## src/rtl/softstart_pkg.sv

```systemverilog
// Shared types for the soft-start sequencer.
// Assumes: the state encoding places P1..P5 at values 1..5, and the
// phase-select decode relies on that order.
package softstart_pkg;

    typedef enum logic [2:0] {
        ST_OFF   = 3'd0,
        ST_P1    = 3'd1,
        ST_P2    = 3'd2,
        ST_P3    = 3'd3,
        ST_P4    = 3'd4,
        ST_P5    = 3'd5,
        ST_RUN   = 3'd6,
        ST_STOP  = 3'd7
    } ss_state_e;

    localparam int NUM_PHASES = 5;

endpackage

```

## src/rtl/ss_tick_div.sv

```systemverilog
// Ramp tick divider.
// Emits one tick every div+1 cycles. A clear restarts the count so the
// first tick after a clear comes div+1 cycles later.
// Assumes: clr is high on the edge where the consumer changes phase.
module ss_tick_div #(
    parameter int PSW = 8
) (
    input  logic           clk,
    input  logic           rst_n,
    input  logic           clr,
    input  logic [PSW-1:0] div,
    output logic           tick
);

    logic [PSW-1:0] cnt_q;

    // tick fires when the count equals the programmed divider
    assign tick = (cnt_q == div);

    // count register: restart on clear or after a tick
    always_ff @(posedge clk) begin
        if (!rst_n || clr || tick) begin
            cnt_q <= '0;
        end else begin
            cnt_q <= cnt_q + PSW'(1);
        end
    end

endmodule

```

## src/rtl/ss_dwell_timer.sv

```systemverilog
// Phase dwell timer.
// Counts cycles spent in the current phase and flags the cycle on which the
// count reaches limit-1, i.e. the last allowed cycle of the phase.
// Assumes: clr is high on the edge that changes phase; the count saturates.
module ss_dwell_timer #(
    parameter int TW = 16
) (
    input  logic          clk,
    input  logic          rst_n,
    input  logic          clr,
    input  logic [TW-1:0] limit,
    output logic          expired
);

    localparam logic [TW-1:0] CNT_MAX = '1;

    logic [TW-1:0] cnt_q;
    logic [TW:0]   cnt_next_w;

    // compare in one extra bit so a full count cannot wrap
    assign cnt_next_w = {1'b0, cnt_q} + (TW+1)'(1);
    assign expired    = (cnt_next_w >= {1'b0, limit});

    // dwell count register with saturation
    always_ff @(posedge clk) begin
        if (!rst_n || clr) begin
            cnt_q <= '0;
        end else if (cnt_q != CNT_MAX) begin
            cnt_q <= cnt_q + TW'(1);
        end
    end

endmodule

```

## src/rtl/ss_sat_ramp.sv

```systemverilog
// Saturating ramp step.
// Combinational: proposes cur+step clipped to lim, and reports whether the
// proposed value equals the limit.
// Assumes: cur <= lim in normal use; a larger cur is pulled down to lim.
module ss_sat_ramp #(
    parameter int W = 10
) (
    input  logic [W-1:0] cur,
    input  logic [W-1:0] step,
    input  logic [W-1:0] lim,
    output logic [W-1:0] nxt,
    output logic         at_lim
);

    logic [W:0] sum_w;

    // widened sum, clipped at the limit
    always_comb begin
        sum_w  = {1'b0, cur} + {1'b0, step};
        at_lim = (sum_w >= {1'b0, lim});
        nxt    = at_lim ? lim : sum_w[W-1:0];
    end

endmodule

```

## src/rtl/softstart_seq.sv

```systemverilog
// Five-phase soft-start sequencer for a two-bridge isolated converter.
// Steps primary duty, secondary duty, more primary duty, phase shift and a
// final primary jump, leaving for normal mode as soon as either output sample
// reaches its limit. A phase that runs out of dwell time moves on; running
// out in the last phase stops the converter with a fault.
// Assumes: pri_target <= half scale; inputs are synchronous to clk.
module softstart_seq #(
    parameter int DW  = 10,
    parameter int AW  = 12,
    parameter int PW  = 10,
    parameter int TW  = 16,
    parameter int PSW = 8
) (
    input  logic           clk,
    input  logic           rst_n,
    input  logic           enable,
    input  logic [AW-1:0]  v_fb,
    input  logic [AW-1:0]  i_fb,
    input  logic [AW-1:0]  v_lim,
    input  logic [AW-1:0]  i_lim,
    input  logic           ripple_det,
    input  logic [DW-1:0]  pri_target,
    input  logic [PW-1:0]  shift_ceiling,
    input  logic [DW-1:0]  pri_step,
    input  logic [DW-1:0]  sec_step,
    input  logic [PW-1:0]  shift_step,
    input  logic [PSW-1:0] tick_div,
    input  logic [TW-1:0]  lim_p1,
    input  logic [TW-1:0]  lim_p2,
    input  logic [TW-1:0]  lim_p3,
    input  logic [TW-1:0]  lim_p4,
    input  logic [TW-1:0]  lim_p5,
    output logic [DW-1:0]  pri_duty,
    output logic [DW-1:0]  sec_duty,
    output logic [PW-1:0]  shift_cmd,
    output logic           sec_on,
    output logic [4:0]     phase_sel,
    output logic           ramp_active,
    output logic           handover,
    output logic           loop_en,
    output logic           fault
);

    import softstart_pkg::*;

    localparam logic [DW-1:0] HALF_DUTY = {1'b1, {(DW-1){1'b0}}};
    localparam int            INIT_W    = DW - 1;

    ss_state_e     state_q, state_d;
    logic [DW-1:0] pri_q, pri_d;
    logic [DW-1:0] sec_q, sec_d;
    logic [PW-1:0] sh_q, sh_d;
    logic          fault_q, fault_d;

    logic          tick;
    logic          dwell_out;
    logic          phase_chg;
    logic [TW-1:0] dwell_lim;
    logic          limit_hit;
    logic          in_phase;
    logic [DW-1:0] init_raw;
    logic [DW-1:0] init_duty;
    logic [DW-1:0] pri_cap;
    logic [DW-1:0] pri_nxt, sec_nxt;
    logic [PW-1:0] sh_nxt;
    logic          pri_full, sec_full, sh_full;

    // starting primary duty from the top sample bits, capped at the target
    always_comb begin
        init_raw  = {1'b0, v_fb[AW-1 -: INIT_W]};
        init_duty = (init_raw > pri_target) ? pri_target : init_raw;
    end

    // handover condition on either sampled output
    assign limit_hit = (v_fb >= v_lim) || (i_fb >= i_lim);
    assign in_phase  = (state_q == ST_P1) || (state_q == ST_P2) ||
                       (state_q == ST_P3) || (state_q == ST_P4) ||
                       (state_q == ST_P5);

    // primary ramp ceiling: target in P1, half scale afterwards
    assign pri_cap = (state_q == ST_P1) ? pri_target : HALF_DUTY;

    // dwell limit of the phase currently active
    always_comb begin
        case (state_q)
            ST_P1:   dwell_lim = lim_p1;
            ST_P2:   dwell_lim = lim_p2;
            ST_P3:   dwell_lim = lim_p3;
            ST_P4:   dwell_lim = lim_p4;
            ST_P5:   dwell_lim = lim_p5;
            default: dwell_lim = '1;
        endcase
    end

    ss_sat_ramp #(.W(DW)) u_pri_ramp (
        .cur(pri_q), .step(pri_step), .lim(pri_cap),
        .nxt(pri_nxt), .at_lim(pri_full)
    );

    ss_sat_ramp #(.W(DW)) u_sec_ramp (
        .cur(sec_q), .step(sec_step), .lim(HALF_DUTY),
        .nxt(sec_nxt), .at_lim(sec_full)
    );

    ss_sat_ramp #(.W(PW)) u_sh_ramp (
        .cur(sh_q), .step(shift_step), .lim(shift_ceiling),
        .nxt(sh_nxt), .at_lim(sh_full)
    );

    assign phase_chg = (state_d != state_q);

    ss_tick_div #(.PSW(PSW)) u_tick (
        .clk(clk), .rst_n(rst_n), .clr(phase_chg),
        .div(tick_div), .tick(tick)
    );

    ss_dwell_timer #(.TW(TW)) u_dwell (
        .clk(clk), .rst_n(rst_n), .clr(phase_chg),
        .limit(dwell_lim), .expired(dwell_out)
    );

    // next-state and next-command selection
    always_comb begin
        state_d = state_q;
        pri_d   = pri_q;
        sec_d   = sec_q;
        sh_d    = sh_q;
        fault_d = fault_q;
        if (!enable) begin
            state_d = ST_OFF;
            pri_d   = '0;
            sec_d   = '0;
            sh_d    = '0;
        end else if (in_phase && limit_hit) begin
            state_d = ST_RUN;
            pri_d   = HALF_DUTY;
            sec_d   = HALF_DUTY;
        end else begin
            case (state_q)
                ST_OFF: begin
                    state_d = ST_P1;
                    pri_d   = init_duty;
                    sec_d   = '0;
                    sh_d    = '0;
                    fault_d = 1'b0;
                end
                ST_P1: begin
                    if (tick) pri_d = pri_nxt;
                    if ((tick && pri_full) || dwell_out) state_d = ST_P2;
                end
                ST_P2: begin
                    if (tick) sec_d = sec_nxt;
                    if ((tick && sec_full) || dwell_out) begin
                        state_d = ST_P3;
                        sec_d   = HALF_DUTY;
                    end
                end
                ST_P3: begin
                    if (ripple_det) begin
                        state_d = ST_P4;
                    end else begin
                        if (tick) pri_d = pri_nxt;
                        if ((tick && pri_full) || dwell_out) state_d = ST_P4;
                    end
                end
                ST_P4: begin
                    if (tick) sh_d = sh_nxt;
                    if ((tick && sh_full) || dwell_out) begin
                        state_d = ST_P5;
                        pri_d   = HALF_DUTY;
                    end
                end
                ST_P5: begin
                    if (dwell_out) begin
                        state_d = ST_STOP;
                        pri_d   = '0;
                        sec_d   = '0;
                        sh_d    = '0;
                        fault_d = 1'b1;
                    end
                end
                default: begin
                end
            endcase
        end
    end

    // state and command registers
    always_ff @(posedge clk) begin
        if (!rst_n) begin
            state_q <= ST_OFF;
            pri_q   <= '0;
            sec_q   <= '0;
            sh_q    <= '0;
            fault_q <= 1'b0;
        end else begin
            state_q <= state_d;
            pri_q   <= pri_d;
            sec_q   <= sec_d;
            sh_q    <= sh_d;
            fault_q <= fault_d;
        end
    end

    // one-hot phase decode, bit g for phase g+1
    for (genvar g = 0; g < NUM_PHASES; g++) begin : g_phase
        assign phase_sel[g] = (state_q == ss_state_e'(3'(g + 1)));
    end

    assign pri_duty    = pri_q;
    assign sec_duty    = sec_q;
    assign shift_cmd   = sh_q;
    assign fault       = fault_q;
    assign ramp_active = in_phase;
    assign handover    = (state_q == ST_RUN);
    assign loop_en     = (state_q == ST_RUN);
    assign sec_on      = (state_q == ST_P2) || (state_q == ST_P3) ||
                         (state_q == ST_P4) || (state_q == ST_P5) ||
                         (state_q == ST_RUN);

endmodule

```

## config.mk

```make
export PLATFORM = sky130hd
export DESIGN_NAME = softstart_seq
export DESIGN_NICKNAME = d
export VERILOG_FILES = /design/src/rtl/softstart_pkg.sv /design/src/rtl/ss_tick_div.sv /design/src/rtl/ss_dwell_timer.sv /design/src/rtl/ss_sat_ramp.sv /design/src/rtl/softstart_seq.sv
export SDC_FILE = /design/constraint.sdc
export NUM_CORES = 1
export LEC_CHECK = 0
export ABC_AREA = 1
export BUFFER_PORTS_ARGS = -buffer_cell sky130_fd_sc_hd__buf_2
export CAP_MARGIN = 20
export CORE_ASPECT_RATIO = 1.2
export CORE_MARGIN = 4
export CORE_UTILIZATION = 48
export DETAILED_ROUTE_END_ITERATION = 7
export PLACE_DENSITY_LB_ADDON = 0.12
export SLEW_MARGIN = 10
export SYNTH_ARGS = -nofsm -noshare
export SYNTH_HDL_FRONTEND = slang
export SYNTH_SLANG_ARGS = --single-unit
```

## constraint.sdc

```tcl
create_clock -name clk -period 8.24 [get_ports clk]
set_clock_uncertainty 0.1 [all_clocks]
set_input_delay 0.824 -clock clk [delete_from_list [all_inputs] [get_ports clk]]
set_output_delay 0.824 -clock clk [all_outputs]
set_load 0.1 [all_outputs]
```

==> results.md <==
* Diode count at 0
* Final min period at 5.356 ns
* Cts hold-fix bufs at 0
* WS Path Type: register to register
* Initial core utilization at 0.4893
* Max Cap Viol at 0
* GPL Wtd Cong at 0.8810
* Hold Crit Class: register to register
* Max clock buf depth at 2
* Total power at 1225 uW
* Syn Inst Count at 1048
* Io pins at 230
* Reg clk slew, reported paths at 0.05 ns
* Unique cell type count in the Yosys netlist at 50
* Final ANT Viol Nets at 0
* Slowest stage delay, CP at 0.56 ns
* Min-delay src: shift_cmd[6]
* Pre-CTS setup slack at 2.950 ns
* Number of flops mapped to enable cells by yosys at 0
* Total gr overflow at 0
* Setup crit start kind: register
* RSZ-0062 raised after global routing: no
* PwrDens at 146.4 mW/mm^2
* Ys async rst share at 0
* CTS sink count at 58
* Worst hold path cell count at 2
* Critical Path Fanout Max at 27
* Top-area cell type share of the netlist area at 0.1925
* Initial drt markers at 310
* Worst r2r src: state_q[0]
* Top area cells in the synthesized netlist: ha_1, dfxtp_1, nand2_1
* Fraction of layout cells with a size suffix above 1 at 0.2096
* Post-CTS Setup Bufs at 0
* Avg Inst Size Synth at 6.452 um^2
* Worst path required time at 8.36 ns
* FP Rows at 47
* #FFs+latches synth at 58
* Area Growth Syn to Fin at 23.67%
* Peak supply drop at 0.1448 mV
* Worst Tran Pin Value at 0.9493 ns
* Top_reg_cell synth: dfxtp_1
* Drt drc at 0
* WL/cell at 13.86 um
* Max Freq at 186.7 MHz
* Post-cts resize count at 0
* Number of antenna violations at the first check in global routing at 1
* Worst setup margin at 2.884 ns
* Post-synth top area cell: ha_1
* WP data arrival at 5.47 ns
* Synthesis Warnings at 0
* Netlist Area Pre-Place at 0.006761 mm^2
* Final hold violation count at 0
* Period utilization at 0.6500
* Core area at 0.01382 mm^2
* Crit path from: state_q[0]
* Count of final max-slew check failures at 0
* Reg2reg path depth at 27
* Vias in the first global route at 7073
* Setup TNS at 0 ns
* Dpl hpwl at 16490 um
* WL final at 20030 um
* Clock latency on the worst-skew pair at 0.33 ns
* Final core occ at 0.6051
* Slew HR at 0.3624
* CP max-delay cell: nor2_1
* Largest net degree at the start of global routing at 28
* Drt pass-1 iters at 5
* DR vias/cell at 5.221
* H-tree Lvls at 3
* Nets at 1567
* Clock Tree Root: clkbuf_16
* Crit. End Element: register
* Post-synth top cells: nand2_1, inv_1, nor2_1
* Via Count at 7544
* # port buffers at 229
* P_leak at 0.004561 uW
* Status: finished, final reports clean
* Syn_nets at 1345
* Die area at 0.01606 mm^2
* Die height at 138.0 um
* Register area share after synthesis at 0.1717
* Final setup viols at 0
* Die Wd at 116.3 um
* Reg2reg end: sec_duty[2]
* Top-count cell post-synth: nand2_1
* Num CTS Buffers at 9
* First-pass GRT wire length at 32100 um
* CTS tree: yes
* R2R setup slack at 2.88 ns
* Gr usage total at 0.2436
* Worst hold endpoint: shift_cmd[6]
* Fillers at 1402
* Top cell by count, worst path: nand2_1
-- state kept, by name, indices dropped and copies added (netlist names) --
signal         count
pri_duty          10
u_dwell.cnt_q     16
sec_duty          10
u_tick.cnt_q       8
state_q            3
shift_cmd         10
fault              1
-- kinds of logic after synthesis --
logic type	share of synthesized area
compound gates	0.1849
mux	0.001480
buf+inv	0.1005
simple gates	0.2818
fa+ha+maj	0.2013
xor+xnor	0.05829
flops	0.1717
-- where the power goes --
group          total [uW]  switching (uW)  internal (uW)  leakage, uW
Sequential            314            18.5            296     0.000470
Clock                 364             133            230     0.000145
Combinational         547             369            178      0.00395
-- worst max-delay path: cells and delay by family (launching register included) --
kind | cells | cell delay (ns)
AO/OA/AOI/OAI | 6 | 1.59
adder cells (fa/ha/maj) | 1 | 0.27
flip-flops | 1 | 0.44
AND/OR/NAND/NOR | 12 | 1.55
buffers and inverters | 8 | 1.28
-- stage by stage --
step                area (um^2)  hold slack (ns)  std cells
detailed placement         8078           0.3790       1430
global placement           8078           0.3736       1430
global route               8362           0.4029       1445
finish                     8362           0.3875       1445
floorplan                  6761           0.3409       1048
CTS                        8362           0.3890       1445
-- cell usage in the layout (no fill, tap or decap), types with 3 or more instances in the layout --
| cell type | instances |
|---|---|
| a21oi_1 | 77 |
| nor2_1 | 115 |
| xnor2_1 | 11 |
| inv_2 | 5 |
| dfxtp_1 | 58 |
| o21ai_0 | 47 |
| nand2_1 | 240 |
| o2111ai_1 | 6 |
| a21o_1 | 8 |
| a22o_1 | 4 |
| nand4_1 | 24 |
| inv_1 | 146 |
| a211oi_1 | 19 |
| buf_2 | 229 |
| buf_4 | 7 |
| fa_1 | 3 |
| a31oi_1 | 8 |
| o211ai_1 | 14 |
| ha_1 | 104 |
| clkbuf_16 | 9 |
| clkinv_2 | 4 |
| nor3_1 | 16 |
| nand3_1 | 44 |
| xor2_1 | 34 |
| o221ai_1 | 3 |
-- how the worst max path moves through the flow --
stage,end,slack (ns),cells after the start
3_3_place_gp,sec_duty[6],3.09,27
4_1_cts,sec_duty[5],2.94,26
3_5_place_dp,sec_duty[6],2.95,26
5_1_grt,sec_duty[2],2.15,26
6_report,sec_duty[2],2.88,27
2_1_floorplan,u_dwell.cnt_q[10],3.52,28
-- per-layer routing --
metal | global-route usage | vias to the layer above | part of all wire
li1 | - | 3950 | -
met1 | 0.2921 | 3359 | 0.42
met2 | 0.4412 | 202 | 0.50
met3 | 0.03846 | 31 | 0.059
met4 | 0.06659 | 2 | 0.019
met5 | 0 | - | 0.00060
-- cell type report --
cell class / count / area, um^2 / area share
Multi-Input combinational cell: 813 / 4933 / 0.5900
Clock inverter: 6 / 58.81 / 0.007033
Timing Repair Buffer: 236 / 1199 / 0.1433
Sequential cell: 58 / 1161 / 0.1389
Inverter: 152 / 570.5 / 0.06823
Tap cell: 171 / 214.0 / 0.02559
Clock buffer: 9 / 225.2 / 0.02693
(Power assumes the default switching activity.)
